==> config.mk <==
export PLATFORM = sky130hd
export DESIGN_NAME = hfs_share_in
export DESIGN_NICKNAME = d
export VERILOG_FILES = /design/src/rtl/hfs_pkg.sv /design/src/rtl/hfs_short_enc.sv /design/src/rtl/hfs_short_dec.sv /design/src/rtl/hfs_vc_fifo.sv /design/src/rtl/hfs_lane_demux.sv /design/src/rtl/hfs_half_mux.sv /design/src/rtl/hfs_share_in.sv
export SDC_FILE = /design/constraint.sdc
export NUM_CORES = 1
export LEC_CHECK = 0
export BUFFER_PORTS_ARGS = -buffer_cell sky130_fd_sc_hd__buf_2
export CORE_AREA = 2 2 340 342
export CTS_BUF_LIST = sky130_fd_sc_hd__clkbuf_4 sky130_fd_sc_hd__clkbuf_8 sky130_fd_sc_hd__clkbuf_16
export CTS_CLUSTER_DIAMETER = 40
export DETAILED_ROUTE_END_ITERATION = 10
export DIE_AREA = 0 0 342 344
export HOLD_SLACK_MARGIN = 0.06
export SYNTH_ARGS = -nofsm -noshare
export SYNTH_HDL_FRONTEND = slang
export SYNTH_SLANG_ARGS = --single-unit
==> constraint.sdc <==
create_clock -name clk_i -period 5.5 [get_ports clk_i]
set_clock_uncertainty 0.2 [all_clocks]
set_input_delay 1.1 -clock clk_i [delete_from_list [all_inputs] [get_ports clk_i]]
set_output_delay 1.1 -clock clk_i [all_outputs]
set_load 0.1 [all_outputs]
==> src/rtl/hfs_pkg.sv <==
package hfs_pkg;
  typedef enum logic {
    KIND_FULL  = 1'b0,
    KIND_SHORT = 1'b1
  } kind_e;
endpackage

==> src/rtl/hfs_short_enc.sv <==
module hfs_short_enc #(
  parameter int W = 64,
  localparam int H = W / 2
) (
  input  logic [W-1:0] flit_i,
  output logic         short_o,
  output logic [H-1:0] half_o
);
  logic all0, all1, narrow;

  assign all0   = ~|flit_i;
  assign all1   = &flit_i;
  assign narrow = ~|flit_i[W-1:H-1];

  always_comb begin
    short_o = 1'b0;
    half_o  = '0;
    if (all0 || all1) begin
      short_o     = 1'b1;
      half_o[H-1] = 1'b1;
      half_o[0]   = all1;
    end else if (narrow) begin
      short_o = 1'b1;
      half_o  = {1'b0, flit_i[H-2:0]};
    end
  end
endmodule

==> src/rtl/hfs_short_dec.sv <==
module hfs_short_dec #(
  parameter int W = 64,
  localparam int H = W / 2
) (
  input  logic [H-1:0] half_i,
  output logic [W-1:0] flit_o
);
  always_comb begin
    if (half_i[H-1]) flit_o = {W{half_i[0]}};
    else             flit_o = {{(H+1){1'b0}}, half_i[H-2:0]};
  end
endmodule

==> src/rtl/hfs_vc_fifo.sv <==
module hfs_vc_fifo #(
  parameter int DW    = 65,
  parameter int DEPTH = 4,
  localparam int AW   = (DEPTH > 1) ? $clog2(DEPTH) : 1
) (
  input  logic          clk_i,
  input  logic          rst_ni,
  input  logic          wr_i,
  input  logic [DW-1:0] wdata_i,
  input  logic          rd_i,
  output logic [DW-1:0] rdata_o,
  output logic          empty_o,
  output logic          full_o
);
  logic [DW-1:0] mem [DEPTH];
  logic [AW-1:0] wp, rp;
  logic [AW:0]   cnt;

  always_ff @(posedge clk_i or negedge rst_ni) begin
    if (!rst_ni) begin
      wp  <= '0;
      rp  <= '0;
      cnt <= '0;
    end else begin
      if (wr_i) wp <= wp + 1'b1;
      if (rd_i) rp <= rp + 1'b1;
      cnt <= cnt + {{AW{1'b0}}, wr_i} - {{AW{1'b0}}, rd_i};
    end
  end

  always_ff @(posedge clk_i) begin
    if (wr_i) mem[wp] <= wdata_i;
  end

  assign rdata_o = mem[rp];
  assign empty_o = (cnt == '0);
  assign full_o  = (cnt == (AW+1)'(DEPTH));
endmodule

==> src/rtl/hfs_lane_demux.sv <==
module hfs_lane_demux
  import hfs_pkg::*;
#(
  parameter int W   = 64,
  parameter int NV  = 4,
  localparam int H  = W / 2,
  localparam int VCW = (NV > 1) ? $clog2(NV) : 1
) (
  input  logic                full_i,
  input  logic                vld_hi_i,
  input  logic                vld_lo_i,
  input  logic [VCW-1:0]      vc_hi_i,
  input  logic [VCW-1:0]      vc_lo_i,
  input  logic [W-1:0]        data_i,
  output logic [NV-1:0]       wr_o,
  output logic [NV-1:0][W:0]  wdata_o
);
  for (genvar v = 0; v < NV; v++) begin : g_vc
    logic hit_hi, hit_lo;
    assign hit_hi = (vc_hi_i == VCW'(v));
    assign hit_lo = (vc_lo_i == VCW'(v));

    always_comb begin
      if (full_i) begin
        wr_o[v]    = hit_hi;
        wdata_o[v] = {KIND_FULL, data_i};
      end else begin
        wr_o[v] = (vld_hi_i && hit_hi) || (vld_lo_i && hit_lo);
        if (vld_hi_i && hit_hi) wdata_o[v] = {KIND_SHORT, {H{1'b0}}, data_i[W-1:H]};
        else                    wdata_o[v] = {KIND_SHORT, {H{1'b0}}, data_i[H-1:0]};
      end
    end
  end
endmodule

==> src/rtl/hfs_half_mux.sv <==
module hfs_half_mux #(
  parameter int W   = 64,
  parameter int NV  = 4,
  localparam int H  = W / 2,
  localparam int VCW = (NV > 1) ? $clog2(NV) : 1
) (
  input  logic [NV-1:0][W:0] head_i,
  input  logic               full_i,
  input  logic               vld_hi_i,
  input  logic               vld_lo_i,
  input  logic [VCW-1:0]     vc_hi_i,
  input  logic [VCW-1:0]     vc_lo_i,
  output logic [NV-1:0]      rd_o,
  output logic [W-1:0]       data_o,
  output logic               full_o,
  output logic               vld_hi_o,
  output logic               vld_lo_o
);
  logic [W:0]   word_hi, word_lo;
  logic [H-1:0] lane_hi, lane_lo;

  assign word_hi = head_i[vc_hi_i];
  assign word_lo = head_i[vc_lo_i];

  // second mux layer: each half picks its own VC or stays idle
  assign lane_hi = vld_hi_i ? word_hi[H-1:0] : '0;
  assign lane_lo = vld_lo_i ? word_lo[H-1:0] : '0;

  always_comb begin
    if (full_i) data_o = word_hi[W-1:0];
    else        data_o = {lane_hi, lane_lo};
  end

  for (genvar v = 0; v < NV; v++) begin : g_rd
    assign rd_o[v] = full_i ? (vc_hi_i == VCW'(v))
                   : ((vld_hi_i && vc_hi_i == VCW'(v)) || (vld_lo_i && vc_lo_i == VCW'(v)));
  end

  assign full_o   = full_i;
  assign vld_hi_o = full_i | vld_hi_i;
  assign vld_lo_o = full_i | vld_lo_i;
endmodule

==> src/rtl/hfs_share_in.sv <==
module hfs_share_in #(
  parameter int W     = 64,
  parameter int NV    = 4,
  parameter int DEPTH = 4,
  localparam int H    = W / 2,
  localparam int VCW  = (NV > 1) ? $clog2(NV) : 1
) (
  input  logic           clk_i,
  input  logic           rst_ni,
  input  logic [W-1:0]   inj_flit_i,
  output logic           inj_short_o,
  output logic [H-1:0]   inj_half_o,
  input  logic           lnk_full_i,
  input  logic           lnk_vld_hi_i,
  input  logic           lnk_vld_lo_i,
  input  logic [VCW-1:0] lnk_vc_hi_i,
  input  logic [VCW-1:0] lnk_vc_lo_i,
  input  logic [W-1:0]   lnk_data_i,
  output logic [NV-1:0]  vc_empty_o,
  output logic [NV-1:0]  vc_short_o,
  input  logic           xb_full_i,
  input  logic           xb_vld_hi_i,
  input  logic           xb_vld_lo_i,
  input  logic [VCW-1:0] xb_vc_hi_i,
  input  logic [VCW-1:0] xb_vc_lo_i,
  output logic [W-1:0]   xb_data_o,
  output logic           xb_full_o,
  output logic           xb_vld_hi_o,
  output logic           xb_vld_lo_o,
  input  logic [H-1:0]   ej_half_i,
  output logic [W-1:0]   ej_flit_o
);
  logic [NV-1:0]      wr_en, rd_en, fifo_full;
  logic [NV-1:0][W:0] wr_data, head;

  hfs_short_enc #(.W(W)) u_enc (
    .flit_i (inj_flit_i),
    .short_o(inj_short_o),
    .half_o (inj_half_o)
  );

  hfs_short_dec #(.W(W)) u_dec (
    .half_i(ej_half_i),
    .flit_o(ej_flit_o)
  );

  hfs_lane_demux #(.W(W), .NV(NV)) u_demux (
    .full_i  (lnk_full_i),
    .vld_hi_i(lnk_vld_hi_i),
    .vld_lo_i(lnk_vld_lo_i),
    .vc_hi_i (lnk_vc_hi_i),
    .vc_lo_i (lnk_vc_lo_i),
    .data_i  (lnk_data_i),
    .wr_o    (wr_en),
    .wdata_o (wr_data)
  );

  for (genvar v = 0; v < NV; v++) begin : g_fifo
    hfs_vc_fifo #(.DW(W+1), .DEPTH(DEPTH)) u_fifo (
      .clk_i  (clk_i),
      .rst_ni (rst_ni),
      .wr_i   (wr_en[v]),
      .wdata_i(wr_data[v]),
      .rd_i   (rd_en[v]),
      .rdata_o(head[v]),
      .empty_o(vc_empty_o[v]),
      .full_o (fifo_full[v])
    );
    assign vc_short_o[v] = ~vc_empty_o[v] & head[v][W];
  end

  hfs_half_mux #(.W(W), .NV(NV)) u_mux (
    .head_i  (head),
    .full_i  (xb_full_i),
    .vld_hi_i(xb_vld_hi_i),
    .vld_lo_i(xb_vld_lo_i),
    .vc_hi_i (xb_vc_hi_i),
    .vc_lo_i (xb_vc_lo_i),
    .rd_o    (rd_en),
    .data_o  (xb_data_o),
    .full_o  (xb_full_o),
    .vld_hi_o(xb_vld_hi_o),
    .vld_lo_o(xb_vld_lo_o)
  );
endmodule

==> impl_metrics.py, run 1 <==
metrics = {
    "status": {
        "status": "finished, final reports clean",
    },
    "global_routing": {
        "grt_overflow": 0,
        "gr-usage-all-layers": 0.225,
        "grt_antenna_before_repair": 20,
        "grt_pass1_vias": 27600,
        "grt_pass1_wl_um": 191000,
        "grt_max_degree": 66,
    },
    "final_layout": {
        "fin_util": 0.474,
        "num-nets-final": 3106,
        "drive_above_1_share": 0.342,
        "final_common_cell": "edfxtp_1",
        "layout_common_cells": "edfxtp_1, buf_2, mux2i_1, mux2_2, clkbuf_16",
        "stdcell_area_um2": 54000,
        "syn_to_final_growth_pct": 19.4,
        "stdcell_count": 4536,
    },
    "cts": {
        "cts_buffers": 136,
        "cts_tree": "done",
        "hold_buffers": 0,
        "post_cts_buffers": 0,
        "clock-root-buffer": "clkbuf_16",
        "clk_latency_ps": 730,
        "path_clk_slew_ps": 50,
        "htreeDepth": 4,
        "clk_path_buf_depth": 3,
        "cts_resized": 0,
        "clock_sinks": 1068,
    },
    "route": {
        "dr.pass1.iters": 9,
        "drt_iter0_markers": 2932,
        "drc_errors": 0,
        "drtAntennaViolNets": 0,
        "vias": 26900,
        "wirelength_um": 134000,
        "avgRoutedWirePerCell_um": 29.6,
        "via_per_inst": 5.93,
    },
    "logic_synthesis": {
        "seq_area_frac_synth": 0.706,
        "synth_cell_types": 46,
        "syn_area_per_cell_um2": 17.8,
        "netlist_top_cells_area": "edfxtp_1, mux4_2, mux2i_1",
        "synth_ff_type": "edfxtp_1",
        "synth-edff-count": 1040,
        "syn_area_um2": 45200,
        "yosysTopAreaCellShare": 0.690,
        "syn-num-nets": 2737,
        "postSynthCellCount": 2534,
        "synth_top_area_cell": "edfxtp_1",
        "yosysWarnings": 0,
        "async_flop_share": 0.0262,
        "ys_ff_latch": 1068,
    },
    "timing": {
        "hold_violations": 0,
        "maxSlewHeadroom": 0.211,
        "timing.fmax_mhz": 193,
        "worstMarginPinSlew_ps": 1180,
        "min_period_ps": 5180,
        "slew_viol_final": 0,
        "rsz0062_at_grt": "no",
        "finalCritPeriodShare": 0.941,
        "finalWorstSetupSlack_ps": 324,
        "setup_viol": 0,
    },
    "placed_design": {
        "dpl_cell_area_um2": 49400,
        "io_buffers": 347,
        "gp_congestion": 0.813,
        "place_ws_ps": 425,
        "dp.cells": 4277,
        "dp_hpwl_um": 80600,
    },
    "power_and_ir_drop": {
        "power.density_nw_per_um2": 521,
        "finalPower_mw": 28.1,
        "p_leak_nw": 18.8,
        "ir_worst_vdd_uv": 469,
    },
    "setup_path": {
        "cp-end-kind": "primary output",
        "cpMostUsedCell": "buf_2",
        "cp_cell_sequence": "buf_2 > or3b_1 > buf_4 > o22ai_1 > or3_1 > a31oi_1 > o221ai_1 > buf_2",
        "cpPeakStageDelay_ps": 440,
        "critical_path_required_ps": 4200,
        "worstSetupStartpointType": "input pin",
        "cp.buffers_inverters": 3,
        "crit_slowest_cell": "a31oi_1",
        "cpLargestDelayFamily": "buffers and inverters",
        "cp.arrival_ps": 3880,
        "crit_type": "in -> out",
        "cp_max_fo": 20,
    },
    "floorplan": {
        "dieArea_um2": 118000,
        "die_w_um": 342,
        "core_um2": 114000,
        "start_util": 0.397,
        "io_pins": 348,
        "die_y_um": 344,
        "rows": 124,
    },
    "run": {
        "cap_violations": 0,
    },
    "worst_hold_path": {
        "hold_class": "in -> async",
    },
}
logic make-up (layout without fill, tap and decap cells):
group / after synthesis / count (layout) / synth area share
flops: 1068 / 1068 / 0.706
mux: 549 / 549 / 0.163
compound gates: 364 / 364 / 0.0600
buf+inv: 263 / 745 / 0.0277
simple gates: 242 / 242 / 0.0307
fa+ha+maj: 27 / 27 / 0.00813
xor+xnor: 21 / 21 / 0.00407
other cells: 0 / 8 / 0
metrics by stage:
| step | setup TNS, ps | hold slack [ps] |
|---|---|---|
| after detailed placement | 0 | 294 |
| after global routing | 0 | 239 |
| after global placement | 0 | 287 |
| after CTS | 0 | 197 |
| after floorplan | -2210 | 279 |
| final | 0 | 210 |
metal layers:
layer  vias to the layer above  part of all wire  GRT usage
met2                      1500              0.50      0.384
met5                         -          0.000082          0
li1                      11100                 -          -
met3                       256             0.085     0.0435
met4                         2             0.027     0.0769
met1                     14000              0.39      0.287
final timing paths:
path / from / to / slack, ps / cells after the start
min in group clk_i: g_fifo[3].u_fifo.cnt[0]$_DFF_PN0_ / g_fifo[3].u_fifo.cnt[0]$_DFF_PN0_ / 300 / 1
worst min register to register: g_fifo[3].u_fifo.cnt[0]$_DFF_PN0_ / g_fifo[3].u_fifo.cnt[0]$_DFF_PN0_ / 300 / 1
worst max-delay path: xb_vc_hi_i[1] / xb_data_o[50] / 320 / 8
worst max register to register: g_fifo[0].u_fifo.wp[0]$_DFFE_PN0P_ / g_fifo[0].u_fifo.mem[0][2]$_DFFE_PP_ / 2960 / 4
max in group asynchronous: rst_ni / g_fifo[0].u_fifo.rp[1]$_DFFE_PN0P_ / 4350 / 1
worst min-delay path: rst_ni / g_fifo[2].u_fifo.cnt[2]$_DFF_PN0_ / 210 / 1
state kept, by name (all words and copies together) (netlist names):
signal             flops
g_fifo.u_fifo.cnt     12
g_fifo.u_fifo.mem   1040
g_fifo.u_fifo.rp       8
g_fifo.u_fifo.wp       8
Yosys cell counts, drive strengths merged, types with 34 or more instances:
library cell	instances
a22oi	64
and2	74
buf	124
clkbuf	81
edfxtp	1040
inv	57
mux2	193
mux2i	224
mux4	132
nand2	47
o21ai	40
o22ai	97
or3	34
where the power goes:
| group | internal (mW) | switching, mW | total (mW) |
|---|---|---|---|
| clock | 5.49 | 3.46 | 8.94 |
| sequential | 9.91 | 0.650 | 10.6 |
| combinational | 3.01 | 5.60 | 8.61 |
| total | 18.4 | 9.70 | 28.1 |
area by class of cell:
type                       instances  area [µm²]
clock buffer                     161        3710
timing repair buffer             436        3110
antenna                            8        20.0
multi-input combinational       1203       12200
clock inverter                    90         911
fill                            9558       59900
tap                             1512        1890
inverter                          58         218
sequential                      1068       32000
Note: power is estimated with default switching activity, not from simulation.
==> run 2, diff against run 1 <==
--- a/config.mk
+++ b/config.mk
@@ -6,11 +6,11 @@
 export NUM_CORES = 1
 export LEC_CHECK = 0
 export BUFFER_PORTS_ARGS = -buffer_cell sky130_fd_sc_hd__buf_2
-export CORE_AREA = 2 2 340 342
+export CORE_AREA = 2 2 271 381
 export CTS_BUF_LIST = sky130_fd_sc_hd__clkbuf_4 sky130_fd_sc_hd__clkbuf_8 sky130_fd_sc_hd__clkbuf_16
 export CTS_CLUSTER_DIAMETER = 40
 export DETAILED_ROUTE_END_ITERATION = 10
-export DIE_AREA = 0 0 342 344
+export DIE_AREA = 0 0 273 383
 export HOLD_SLACK_MARGIN = 0.06
 export SYNTH_ARGS = -nofsm -noshare
 export SYNTH_HDL_FRONTEND = slang
==> run 2 against run 1 <==
  * Routed wire length grew 0.81%
  * Final area shrank 0.47%
  * Count of clock-buffer cells in the layout shrank 14
  * Sequential share of layout area grew 0.28 points
  * Maximum frequency shrank 1.2%
  * Sequential cell count is the same
  * Largest power group unchanged
==> impl_metrics.py, run 2 (synthesis gave the netlist of run 1 again) <==
metrics = {
    "floorplan": {
        "core_um2": 102000,
        "dieArea_um2": 105000,
        "die_w_um": 273,
        "die_y_um": 383,
        "io_pins": 348,
        "start_util": 0.445,
        "rows": 139,
    },
    "cts": {
        "cts_resized": 0,
        "clock-root-buffer": "clkbuf_16",
        "cts_buffers": 130,
        "clk_path_buf_depth": 3,
        "cts_tree": "done",
        "clock_sinks": 1068,
        "htreeDepth": 4,
        "hold_buffers": 0,
        "path_clk_slew_ps": 50,
        "clk_latency_ps": 720,
        "post_cts_buffers": 0,
    },
    "setup_path": {
        "r2r-start": "g_fifo[0].u_fifo.rp[0]$_DFFE_PN0P_",
        "cp.arrival_ps": 3940,
        "critical_path_required_ps": 4200,
        "r2r_slack_ps": 2730,
        "worstSetupStartpointType": "register",
        "cp_max_fo": 33,
        "crit_type": "reg -> out",
        "rr_endpoint": "g_fifo[0].u_fifo.rp[1]$_DFFE_PN0P_",
        "cp-end-kind": "primary output",
        "r2r_cells": 4,
    },
    "final_layout": {
        "layout_common_cells": "edfxtp_1, buf_2, mux2i_1, mux2_2, mux4_2",
        "fillCellCount": 8112,
        "num-nets-final": 3118,
        "drive_above_1_share": 0.344,
        "largest_reg_flops": 1040,
        "final_common_cell": "edfxtp_1",
        "stdcell_area_um2": 53700,
        "largest_register": "g_fifo.u_fifo.mem",
        "syn_to_final_growth_pct": 18.8,
        "reg_top3": "g_fifo.u_fifo.mem: 1040 flops, g_fifo.u_fifo.cnt: 12 flops",
    },
    "timing": {
        "rsz0062_at_grt": "no",
        "setup_viol": 0,
        "min_period_ps": 5240,
        "finalCritPeriodShare": 0.952,
        "slew_viol_final": 0,
        "maxSlewHeadroom": 0.258,
        "hold_violations": 0,
        "timing.fmax_mhz": 191,
        "worstMarginPinSlew_ps": 1100,
    },
    "route": {
        "dr.pass1.iters": 9,
        "drt_iter0_markers": 2557,
        "drtAntennaViolNets": 0,
        "drc_errors": 0,
        "wirelength_um": 135000,
        "vias": 26700,
        "avgRoutedWirePerCell_um": 31.0,
        "via_per_inst": 6.13,
    },
    "global_routing": {
        "grt_pass1_vias": 27600,
        "grt_antenna_before_repair": 5,
        "grt_max_degree": 67,
        "gr-usage-all-layers": 0.257,
        "grt_overflow": 0,
        "grt_pass1_wl_um": 192000,
    },
    "status": {
        "status": "finished, final reports clean",
    },
    "worst_hold_path": {
        "hold_class": "in -> async",
    },
    "placed_design": {
        "io_buffers": 347,
        "dp_hpwl_um": 84900,
        "dpl_cell_area_um2": 49400,
        "gp_congestion": 0.831,
    },
    "power_and_ir_drop": {
        "ir_worst_vdd_uv": 517,
        "p_leak_nw": 18.8,
        "finalPower_mw": 28.0,
        "power.density_nw_per_um2": 520,
    },
    "run": {
        "cap_violations": 0,
    },
}
==> run 2: worst max-delay path by stage <==
| stage | startpoint | endpoint | slack [ps] | depth (start not counted) |
|---|---|---|---|---|
| 2_1_floorplan | lnk_full_i | g_fifo[2].u_fifo.mem[0][0]$_DFFE_PP_ | -9 | 5 |
| 3_3_place_gp | xb_vc_hi_i[1] | xb_data_o[34] | 680 | 8 |
| 3_5_place_dp | xb_vc_hi_i[1] | xb_data_o[39] | 630 | 8 |
| 4_1_cts | g_fifo[2].u_fifo.rp[0]$_DFFE_PN0P_ | xb_data_o[36] | 240 | 7 |
| 5_1_grt | g_fifo[0].u_fifo.rp[0]$_DFFE_PN0P_ | xb_data_o[61] | 160 | 8 |
| 6_report | g_fifo[2].u_fifo.rp[0]$_DFFE_PN0P_ | xb_data_o[36] | 260 | 7 |
==> run 2: where the power goes <==
part / switching [mW] / leakage (nW) / internal [mW]
logic: 5.83 / 6.83 / 3.09
registers: 0.539 / 9.84 / 9.90
clock network: 3.41 / 2.14 / 5.20
total: 9.77 / 18.8 / 18.2
==> run 2: metrics by stage <==
stage / setup TNS [ps] / utilization / std cells / hold WS, ps / setup WS (ps)
after floorplan: -2210 / - / 2534 / 279 / -8.51
after global placement: 0 / 0.486 / 4122 / 288 / 678
after detailed placement: 0 / 0.486 / 4122 / 294 / 626
after CTS: 0 / 0.529 / 4357 / 236 / 240
after global routing: 0 / 0.529 / 4359 / 276 / 164
final: 0 / 0.529 / 4359 / 260 / 261
==> run 2: layout make-up <==
| class | count | area, µm² | area share |
|---|---|---|---|
| sequential | 1068 | 32000 | 0.595 |
| multi-input combinational | 1203 | 12200 | 0.226 |
| clock buffer | 147 | 3390 | 0.0630 |
| timing repair buffer | 454 | 3370 | 0.0628 |
| tap | 1339 | 1680 | 0.0312 |
| clock inverter | 88 | 976 | 0.0182 |
| inverter | 58 | 218 | 0.00405 |
| antenna | 2 | 5.00 | 0.0000931 |
==> run 2: worst max-delay path, cell delays in order (launching register included) <==
cell and delay (ps):
dfrtp_4 930, buf_12 300, mux2i_1 370, o22ai_1 150, or3_1 360, a31oi_1 450, o221ai_1 260, buf_2 350
==> run 2: metal layers <==
| layer | vias up | GRT usage | part of all wire | wire length [µm] |
|---|---|---|---|---|
| met3 | 299 | 0.0415 | 0.071 | 9670 |
| met1 | 13800 | 0.295 | 0.35 | 47400 |
| li1 | 11100 | - | - | - |
| met2 | 1454 | 0.473 | 0.53 | 72300 |
| met4 | 4 | 0.108 | 0.043 | 5850 |
| met5 | - | 0 | 0.00018 | 24 |
